## config.mk

```make
export PLATFORM = sky130hd
export DESIGN_NAME = bitflip_scan_gen
export DESIGN_NICKNAME = d
export VERILOG_FILES = /design/src/rtl/bfsg_pkg.sv /design/src/rtl/bfsg_lfsr.sv /design/src/rtl/bfsg_ctrl.sv /design/src/rtl/bfsg_flip.sv /design/src/rtl/bitflip_scan_gen.sv
export SDC_FILE = /design/constraint.sdc
export NUM_CORES = 1
export LEC_CHECK = 0
export BUFFER_PORTS_ARGS = -buffer_cell sky130_fd_sc_hd__buf_4
export CORE_UTILIZATION = 40
export DETAILED_ROUTE_END_ITERATION = 6
export PLACE_DENSITY = 0.65
export SLEW_MARGIN = 10
export SYNTH_ARGS = -nofsm -noshare
export SYNTH_HDL_FRONTEND = slang
export SYNTH_HIERARCHICAL = 1
export SYNTH_SLANG_ARGS = --single-unit
```

## constraint.sdc

```tcl
create_clock -name clk -period 2.5 [get_ports clk]
set_input_delay 0.5 -clock clk [delete_from_list [all_inputs] [get_ports clk]]
set_output_delay 0.5 -clock clk [all_outputs]
set_load 0.1 [all_outputs]
```

## src/rtl/bfsg_pkg.sv

```systemverilog
package bfsg_pkg;
  localparam int CUBE_SLOTS = 8;
  localparam int CUBE_BITS  = 32;

  typedef enum logic [1:0] {
    ST_IDLE  = 2'd0,
    ST_SHIFT = 2'd1,
    ST_CAP   = 2'd2,
    ST_DONE  = 2'd3
  } gen_state_e;
endpackage

```

## src/rtl/bfsg_lfsr.sv

```systemverilog
module bfsg_lfsr #(
  parameter int             W    = 3,
  parameter logic [W-1:0]   TAPS = 3'b011,
  parameter logic [W-1:0]   SEED = 3'b001
) (
  input  logic         clk,
  input  logic         rst_n,
  input  logic         adv_i,
  output logic [W-1:0] state_o
);
  logic [W-1:0] state_q, state_d;

  always_comb begin
    state_d = state_q;
    if (adv_i) state_d = {^(state_q & TAPS), state_q[W-1:1]};
  end

  always_ff @(posedge clk or negedge rst_n) begin
    if (!rst_n) state_q <= SEED;
    else        state_q <= state_d;
  end

  assign state_o = state_q;

  a_r4_hold_when_idle: assert property (@(posedge clk) disable iff (!rst_n)
    !adv_i |=> $stable(state_q));
  a_r10_never_zero: assert property (@(posedge clk) disable iff (!rst_n)
    state_q != '0);
endmodule

```

## src/rtl/bfsg_ctrl.sv

```systemverilog
module bfsg_ctrl
  import bfsg_pkg::*;
#(
  parameter int CHAIN_LEN = 5,
  parameter int TEST_LEN  = 6,
  parameter int BW        = 3,
  parameter int PW        = 3
) (
  input  logic          clk,
  input  logic          rst_n,
  input  logic          start_i,
  output logic          shift_o,
  output logic          capture_o,
  output logic          done_o,
  output logic [BW-1:0] bit_o,
  output logic [PW-1:0] pat_o
);
  localparam logic [BW-1:0] LAST_BIT = BW'(CHAIN_LEN - 1);
  localparam logic [PW-1:0] LAST_PAT = PW'(TEST_LEN - 1);

  gen_state_e    st_q, st_d;
  logic [BW-1:0] bit_q, bit_d;
  logic [PW-1:0] pat_q, pat_d;

  always_comb begin
    st_d  = st_q;
    bit_d = bit_q;
    pat_d = pat_q;
    unique case (st_q)
      ST_IDLE, ST_DONE: begin
        if (start_i) begin
          st_d  = ST_SHIFT;
          bit_d = '0;
          pat_d = '0;
        end
      end
      ST_SHIFT: begin
        if (bit_q == LAST_BIT) st_d = ST_CAP;
        else                   bit_d = bit_q + 1'b1;
      end
      ST_CAP: begin
        bit_d = '0;
        pat_d = pat_q + 1'b1;
        st_d  = (pat_q == LAST_PAT) ? ST_DONE : ST_SHIFT;
      end
      default: st_d = ST_IDLE;
    endcase
  end

  always_ff @(posedge clk or negedge rst_n) begin
    if (!rst_n) begin
      st_q  <= ST_IDLE;
      bit_q <= '0;
      pat_q <= '0;
    end else begin
      st_q  <= st_d;
      bit_q <= bit_d;
      pat_q <= pat_d;
    end
  end

  assign shift_o   = (st_q == ST_SHIFT);
  assign capture_o = (st_q == ST_CAP);
  assign done_o    = (st_q == ST_DONE);
  assign bit_o     = bit_q;
  assign pat_o     = pat_q;

  a_r3_modes_exclusive: assert property (@(posedge clk) disable iff (!rst_n)
    $onehot0({shift_o, capture_o, done_o}));
  a_r3_capture_after_last_bit: assert property (@(posedge clk) disable iff (!rst_n)
    capture_o |-> $past(shift_o && bit_q == LAST_BIT));
  a_r8_done_holds: assert property (@(posedge clk) disable iff (!rst_n)
    (done_o && !start_i) |=> done_o);
  a_r9_start_ignored: assert property (@(posedge clk) disable iff (!rst_n)
    (shift_o && start_i && bit_q != LAST_BIT) |=> (shift_o && bit_q == $past(bit_q) + 1'b1));
endmodule

```

## src/rtl/bfsg_flip.sv

```systemverilog
module bfsg_flip
  import bfsg_pkg::*;
#(
  parameter int                                VW        = 9,
  parameter int                                N_CUBES   = 2,
  parameter logic [CUBE_SLOTS*CUBE_BITS-1:0]   CUBE_MASK = '0,
  parameter logic [CUBE_SLOTS*CUBE_BITS-1:0]   CUBE_VAL  = '0
) (
  input  logic [VW-1:0] vec_i,
  output logic          flip_o
);
  logic [CUBE_BITS-1:0] vec_w;
  assign vec_w = CUBE_BITS'(vec_i);

  generate
    if (N_CUBES == 0) begin : g_none
      assign flip_o = 1'b0;
    end else begin : g_cubes
      logic [N_CUBES-1:0] hit;
      for (genvar i = 0; i < N_CUBES; i++) begin : g_term
        localparam logic [CUBE_BITS-1:0] M = CUBE_MASK[i*CUBE_BITS +: CUBE_BITS];
        localparam logic [CUBE_BITS-1:0] V = CUBE_VAL[i*CUBE_BITS +: CUBE_BITS];
        assign hit[i] = ((vec_w & M) == (V & M));
      end
      assign flip_o = |hit;
    end
  endgenerate
endmodule

```

## src/rtl/bitflip_scan_gen.sv

```systemverilog
module bitflip_scan_gen
  import bfsg_pkg::*;
#(
  parameter int                              LFSR_W    = 3,
  parameter logic [LFSR_W-1:0]               TAPS      = 3'b011,
  parameter logic [LFSR_W-1:0]               SEED      = 3'b001,
  parameter int                              CHAIN_LEN = 5,
  parameter int                              TEST_LEN  = 6,
  parameter int                              N_CUBES   = 2,
  parameter logic [CUBE_SLOTS*CUBE_BITS-1:0] CUBE_MASK = {192'd0, 32'h48, 32'h41},
  parameter logic [CUBE_SLOTS*CUBE_BITS-1:0] CUBE_VAL  = {192'd0, 32'h48, 32'h41}
) (
  input  logic clk,
  input  logic rst_n,
  input  logic start_i,
  output logic scan_out_o,
  output logic scan_en_o,
  output logic capture_o,
  output logic done_o
);
  localparam int BW = (CHAIN_LEN > 1) ? $clog2(CHAIN_LEN) : 1;
  localparam int PW = $clog2(TEST_LEN + 1);
  localparam int VW = LFSR_W + BW + PW;

  logic [1:0]        rst_sync_q;
  logic              rst_s;
  logic              shift;
  logic [BW-1:0]     bit_pos;
  logic [PW-1:0]     pat_idx;
  logic [LFSR_W-1:0] lfsr_state;
  logic              flip;

  always_ff @(posedge clk or negedge rst_n) begin
    if (!rst_n) rst_sync_q <= 2'b00;
    else        rst_sync_q <= {rst_sync_q[0], 1'b1};
  end
  assign rst_s = rst_sync_q[1];

  bfsg_ctrl #(.CHAIN_LEN(CHAIN_LEN), .TEST_LEN(TEST_LEN), .BW(BW), .PW(PW)) u_ctrl (
    .clk(clk), .rst_n(rst_s), .start_i(start_i),
    .shift_o(shift), .capture_o(capture_o), .done_o(done_o),
    .bit_o(bit_pos), .pat_o(pat_idx)
  );

  bfsg_lfsr #(.W(LFSR_W), .TAPS(TAPS), .SEED(SEED)) u_lfsr (
    .clk(clk), .rst_n(rst_s), .adv_i(shift), .state_o(lfsr_state)
  );

  bfsg_flip #(.VW(VW), .N_CUBES(N_CUBES), .CUBE_MASK(CUBE_MASK), .CUBE_VAL(CUBE_VAL)) u_flip (
    .vec_i({lfsr_state, bit_pos, pat_idx}), .flip_o(flip)
  );

  assign scan_en_o  = shift;
  assign scan_out_o = shift & (lfsr_state[0] ^ flip);

  a_r5_quiet_off_shift: assert property (@(posedge clk) disable iff (!rst_s)
    !scan_en_o |-> !scan_out_o);
  a_r4_steps_on_shift: assert property (@(posedge clk) disable iff (!rst_s)
    scan_en_o |=> (lfsr_state[LFSR_W-2:0] == $past(lfsr_state[LFSR_W-1:1])));
endmodule

```

==> results of run 1 <==
## through the flow
step / util [%] / setup slack, ns
final: 52.2 / 0.480
after global routing: 52.2 / 0.396
after CTS: 52.2 / 0.452
after detailed placement: 49.9 / 0.767
after global placement: 49.9 / 0.797
after floorplan: - / 0.0771
## cells in the final DEF, fill, tap and decap left out
cell type	count
clkbuf_4	3
buf_4	6
a22oi_1	1
nand2b_1	1
clkbuf_1	1
a21o_1	2
ha_2	1
o311ai_1	1
nand2_1	3
o21ai_0	3
inv_1	7
nand3_1	2
and2_1	1
dfstp_2	1
o21bai_1	1
ha_1	7
nand3b_1	2
o21a_1	1
conb_1	1
nor2b_1	2
a21oi_1	9
a41o_1	1
nand4b_1	1
xnor2_1	2
xor2_1	1
dfrtp_1	12
dlygate4sd3_1	1
mux2i_1	1
mux2_2	2
nor2_1	2
or3b_1	1
## sequential cells by signal (all words and copies together), names as in the netlist
register / cells
rst_sync_q: 2
u_ctrl/bit_o: 3
u_ctrl/pat_o: 3
u_ctrl/st_q: 2
u_lfsr/state_o: 3
## kinds of logic after synthesis
family,Yosys count,synth area share (%)
flops,13,45.5
simple gates,15,12.0
xor+xnor,3,3.66
buf+inv,7,3.66
other cells,1,0.522
fa+ha+maj,8,13.9
compound gates,19,16.2
mux,3,4.53
## per-layer routing
metal | part of all wire [%] | track usage, % | wire length [um]
met5 | 0 | 0 | 0
met3 | 2.2 | 2.45 | 26
met2 | 45 | 22.1 | 544
met4 | 1.5 | 10.9 | 18
met1 | 51 | 19.3 | 610
## path summary, 6_finish.rpt
| check | from | end | depth (start not counted) |
|---|---|---|---|
| worst min-delay path | rst_sync_q[1] | u_ctrl/pat_o[0] | 0 |
| worst max register to register | u_ctrl/st_q[0] | u_ctrl/st_q[0] | 5 |
| max in group asynchronous | rst_n | rst_sync_q[0] | 2 |
| worst min register to register | rst_sync_q[1] | u_ctrl/pat_o[0] | 0 |
| min in group clk | rst_sync_q[0] | rst_sync_q[1] | 0 |
| worst max-delay path | u_ctrl/st_q[1] | scan_out_o | 4 |
## final cells by class
cell class / count / area (um^2) / share of cell area, %
clock buffers: 4 / 26.3 / 3.16
inverters: 7 / 26.3 / 3.16
multi-input cells: 49 / 368 / 44.2
flip-flops and latches: 13 / 327 / 39.2
well taps: 24 / 30.0 / 3.61
repair buffers: 7 / 55.1 / 6.62
==> reports/qor.csv, run 1 <==
stage,metric,value,unit
detailed_routing,first drt pass iteration count,2,
logic_synthesis,Post-synth EDFFs,0,
sta,Final Hold Fails,0,
worst_hold_path,worst hold path type,reg -> async,
logic_synthesis,most numerous cell in the Yosys netlist,dfrtp_1,
setup_path,Crit path max-delay family,flip-flops,
logic_synthesis,share of the synthesized area in the top cell type,41.8,%
clocking,Clock Latency Late Sink,0.27,ns
global_routing,largest net degree at the start of global routing,13,
floorplanning,Cell Rows,14,
layout,fillers,152,
sta,fin crit share,80.8,%
setup_path,Startpoint Class,flip-flop,
global_routing,initial antenna violation count,0,
setup_path,WP data arrival,1.52,ns
clocking,clock buffer depth,2,
logic_synthesis,"top cells by area, synth","dfrtp_1 (42%), ha_1 (14%), a21oi_1 (6.3%)",
floorplanning,die area,0.00197,mm^2
setup_path,crit path kind,reg -> out,
setup_path,CP endpoint kind,primary output,
clocking,TritonCTS clock tree,built,
global_routing,All-Layer GR Usage,14.8,%
placed_design,port buffer count,6,
logic_synthesis,Ys Warns,6,
sta,Final Skew,0.00546,ns
logic_synthesis,Netlist cell types,26,
detailed_routing,via count,501,
sta,Pins Over Slew Limit,0,
setup_path,Critical Path RT,2.00,ns
global_routing,total grt overflow,0,
floorplanning,Initial Util,45.1,%
logic_synthesis,Avg Inst Size Synth,10.4,um^2
setup_path,worst-path cell chain,inv_1 > ha_2 > and2_1 > buf_4,
clocking,# hold bufs at CTS,1,
clocking,post_cts resized,0,
sta,worst hold margin,0.183,ns
clocking,H-tree lvl count,1,
detailed_routing,Avg WL per Cell,11.5,um
logic_synthesis,register area share after synthesis,45.5,%
layout,antenna diode count,0,
placed_design,post-placement cell count,99,
layout,final instance area,832,um^2
sta,Finish-stage setup viols,0,
detailed_routing,initial drt markers,9,
placed_design,gpl congestion,0.705,
floorplanning,I/O pin count,7,
sta,fmax,495,MHz
detailed_routing,Final ANT Viol Nets,0,
logic_synthesis,Commonest cells post-synth,"dfrtp_1 (12), a21oi_1 (9), ha_1 (8)",
layout,nets,92,
detailed_routing,DR vias/cell,4.82,
floorplanning,DIE HEIGHT,44.4,um
clocking,clk root buf,clkbuf_4,
layout,non-filler instance count after layout,104,
floorplanning,Core ar.,0.00159,mm^2
clocking,CTS Buf Count,3,
floorplanning,chip width,44.4,um
logic_synthesis,net count after synthesis,80,
detailed_routing,DRC Markers,0,
setup_path,CP peak stage delay,0.42,ns
logic_synthesis,ys flop type,dfrtp_1,
logic_synthesis,Seq cells post-synth,13,
global_routing,vias in the first global route,471,
setup_path,worst path bufs/invs,2,
global_routing,first-pass GRT wire length,2040,um
logic_synthesis,Mapped Cells,69,
logic_synthesis,Post-Syn Area,718,um^2
sta,setup TNS,0,ns
run_status,status,"finished, final reports clean",
flow_run,Max Cap Viol,0,
sta,RSZ-0062 raised after global routing,false,
clocking,"Clk pin slew, worst setup/hold paths",0.08,ns
placed_design,DP Area,796,um^2
logic_synthesis,Post-synth ARST share,100,%
setup_path,"Slowest-stage cell, CP",dfrtp_1,
setup_path,CP Max Fanout,12,
sta,final critical-path required period,2.02,ns
detailed_routing,drt total wl,1200,um
placed_design,DP HPWL,880,um
clocking,clk sink count,13,
setup_path,Worst R2R Setup Slack,0.89,ns
layout,share of post-route cells with drive strength above 1,16.3,%
clocking,"Setup Fix Bufs, Post-CTS",0,
logic_synthesis,cell accounting for the most synthesized area,dfrtp_1,
layout,"Area growth, synth to finish",15.9,%
Power of run 1 is left out: the tool's default activity adds up to more than one toggle a clock period on the data nets, which glitch-free logic cannot reach.
==> run 2, diff against run 1 <==
--- a/config.mk
+++ b/config.mk
@@ -8,7 +8,7 @@
 export BUFFER_PORTS_ARGS = -buffer_cell sky130_fd_sc_hd__buf_4
 export CORE_UTILIZATION = 40
 export DETAILED_ROUTE_END_ITERATION = 6
-export PLACE_DENSITY = 0.65
+export PLACE_DENSITY = 0.67
 export SLEW_MARGIN = 10
 export SYNTH_ARGS = -nofsm -noshare
 export SYNTH_HDL_FRONTEND = slang
==> constraint.sdc (replaced) <==
create_clock -name clk -period 1.65 [get_ports clk]
set_input_delay 0.33 -clock clk [delete_from_list [all_inputs] [get_ports clk]]
set_output_delay 0.33 -clock clk [all_outputs]
set_load 0.1 [all_outputs]
==> run 2 against run 1 <==
The flow now finishes with violations (negative setup slack). Highest routed layer unchanged. Die area unchanged. Core utilization up 6.0 points. Register-to-register slack worse by 0.69 ns. Sequential cell count unchanged. Clock skew down 0.0012 ns. First-iteration DRC count down 56%. Routed wire length up 6.9%. Critical path depth unchanged. Hold slack about the same. Sequential share of layout area down 3.9 points. Via count up 7.8%. Critical path type unchanged.
==> reports/qor.csv, run 2 (synthesized netlist as in run 1, its figures left out) <==
stage,metric,value,unit,change
setup_path,crit path kind,reg -> out,,
layout,antenna diode count,0,,unchanged
layout,"commonest non-fill, non-tap cells in the layout","dfrtp_1 (11), a21oi_1 (9), buf_4 (7)",,
setup_path,Startpoint Class,flip-flop,,
worst_hold_path,worst hold path type,reg -> async,,
global_routing,vias in the first global route,516,,+9.6%
floorplanning,Cell Rows,14,,unchanged
detailed_routing,initial drt markers,4,,-5
sta,Finish-stage setup viols,1,,+1
sta,fmax,571,MHz,
layout,"most common cell after layout, fill and taps aside",dfrtp_1,,
setup_path,Worst R2R Setup Slack,0.20,ns,-0.69 ns
sta,setup TNS,-0.103,ns,-0.103 ns
clocking,clk root buf,clkbuf_4,,
placed_design,post-placement cell count,101,,+2.0%
flow_run,Max Cap Viol,0,,unchanged
sta,fin crit share,106,%,
sta,Setup WS post-layout,-0.103,ns,-0.583 ns
global_routing,first-pass GRT wire length,2260,um,+10%
layout,register area,328,um^2,+0.38%
run_status,failing checks,negative setup slack,,
floorplanning,die area,0.00197,mm^2,unchanged
global_routing,total grt overflow,0,,unchanged
layout,fillers,132,,-13%
clocking,CTS Buf Count,3,,unchanged
floorplanning,Core ar.,0.00159,mm^2,unchanged
run_status,status,finished with violations,,
global_routing,All-Layer GR Usage,16.2,%,+1.4 points
setup_path,CP endpoint kind,primary output,,
setup_path,Critical Path RT,1.32,ns,-0.68 ns
detailed_routing,DRC Markers,0,,unchanged
sta,final critical-path required period,1.75,ns,
layout,nets,96,,+4.3%
placed_design,port buffer count,6,,unchanged
sta,Pins Over Slew Limit,0,,unchanged
setup_path,R2R Path End,u_ctrl/st_q[0],,
clocking,clock buffer depth,2,,unchanged
layout,"Area growth, synth to finish",29.1,%,
detailed_routing,Final ANT Viol Nets,0,,unchanged
layout,share of post-route cells with drive strength above 1,26.2,%,+9.9 points
clocking,H-tree lvl count,1,,unchanged
setup_path,CP Max Fanout,2,,-10
detailed_routing,DR vias/cell,5.00,,+3.8%
layout,final instance area,927,um^2,+11%
clocking,clk sink count,13,,unchanged
floorplanning,I/O pin count,7,,unchanged
layout,area taken by multi-input logic gates,393,um^2,+6.8%
detailed_routing,drt total wl,1280,um,+6.9%
setup_path,cell depth of the worst flop-to-flop path,5,,unchanged
global_routing,largest net degree at the start of global routing,12,,-1
global_routing,initial antenna violation count,0,,unchanged
floorplanning,chip width,44.4,um,unchanged
sta,Final Skew,0.00422,ns,-0.00124 ns
clocking,Clock Latency Late Sink,0.28,ns,about the same
detailed_routing,Avg WL per Cell,11.9,um,+3.0%
layout,non-filler instance count after layout,108,,+3.8%
placed_design,DP HPWL,900,um,+2.3%
clocking,TritonCTS clock tree,built,,
placed_design,gpl congestion,0.705,,about the same
setup_path,WP data arrival,1.42,ns,-0.10 ns
floorplanning,Initial Util,45.1,%,unchanged
placed_design,DP Area,816,um^2,+2.5%
floorplanning,DIE HEIGHT,44.4,um,unchanged
sta,Final Hold Fails,0,,unchanged
detailed_routing,via count,540,,+7.8%
clocking,"Clk pin slew, worst setup/hold paths",0.09,ns,about the same
detailed_routing,first drt pass iteration count,4,,+2
setup_path,worst reg2reg startpoint,u_ctrl/st_q[0],,
sta,RSZ-0062 raised after global routing,true,,
run 2: layout make-up:
cell class	instances	share of cell area [%]
clock buffers	3	2.43
well taps	24	3.24
repair buffers	11	13.2
inverters	7	2.83
clock inverters	1	0.540
flip-flops and latches	13	35.4
multi-input cells	49	42.4
run 2: metrics by stage:
step | hold slack, ns | util [%] | worst slack [ns]
floorplan | 0.0344 | - | -0.212
global placement | 0.113 | 51.2 | 0.103
detailed placement | 0.115 | 51.2 | 0.0759
CTS | 0.207 | 55.7 | -0.107
global route | 0.253 | 58.2 | -0.171
finish | 0.183 | 58.2 | -0.103
run 2: critical path, stage by stage, from the launching register on:
cell and delay [ns]:
dfstp_2 0.54, o21a_1 0.13, xor2_1 0.14, and2_4 0.17, buf_12 0.16
run 2: what timing repair did:
| action | CTS | global route |
|---|---|---|
| pin swaps | 0 | 0 |
| hold endpoints to repair | 2 | 0 |
| setup buffers | 2 | 0 |
| hold buffers | 1 | 0 |
| gates resized for setup | 5 | 8 |
| setup endpoints to repair | 3 | 4 |
run 2: routing by layer:
| layer | vias up | share of wire [%] | global-route usage (%) |
|---|---|---|---|
| met3 | 2 | 2.4 | 3.67 |
| li1 | 269 | - | - |
| met5 | - | 0 | 0 |
| met1 | 257 | 50 | 22.4 |
| met4 | 0 | 0.39 | 9.09 |
| met2 | 12 | 47 | 23.2 |
run 2: how the worst max path moves through the flow:
stage | from | to | slack (ns) | cells past startpoint
4_1_cts | u_lfsr/state_o[0] | scan_out_o | -0.11 | 4
5_1_grt | u_lfsr/state_o[0] | scan_out_o | -0.17 | 4
6_report | u_lfsr/state_o[0] | scan_out_o | -0.10 | 4
2_1_floorplan | u_ctrl/st_q[1] | scan_out_o | -0.21 | 3
3_3_place_gp | u_lfsr/state_o[0] | scan_out_o | 0.10 | 4
3_5_place_dp | u_lfsr/state_o[0] | scan_out_o | 0.08 | 4
Power of run 2 is left out for the same reason.
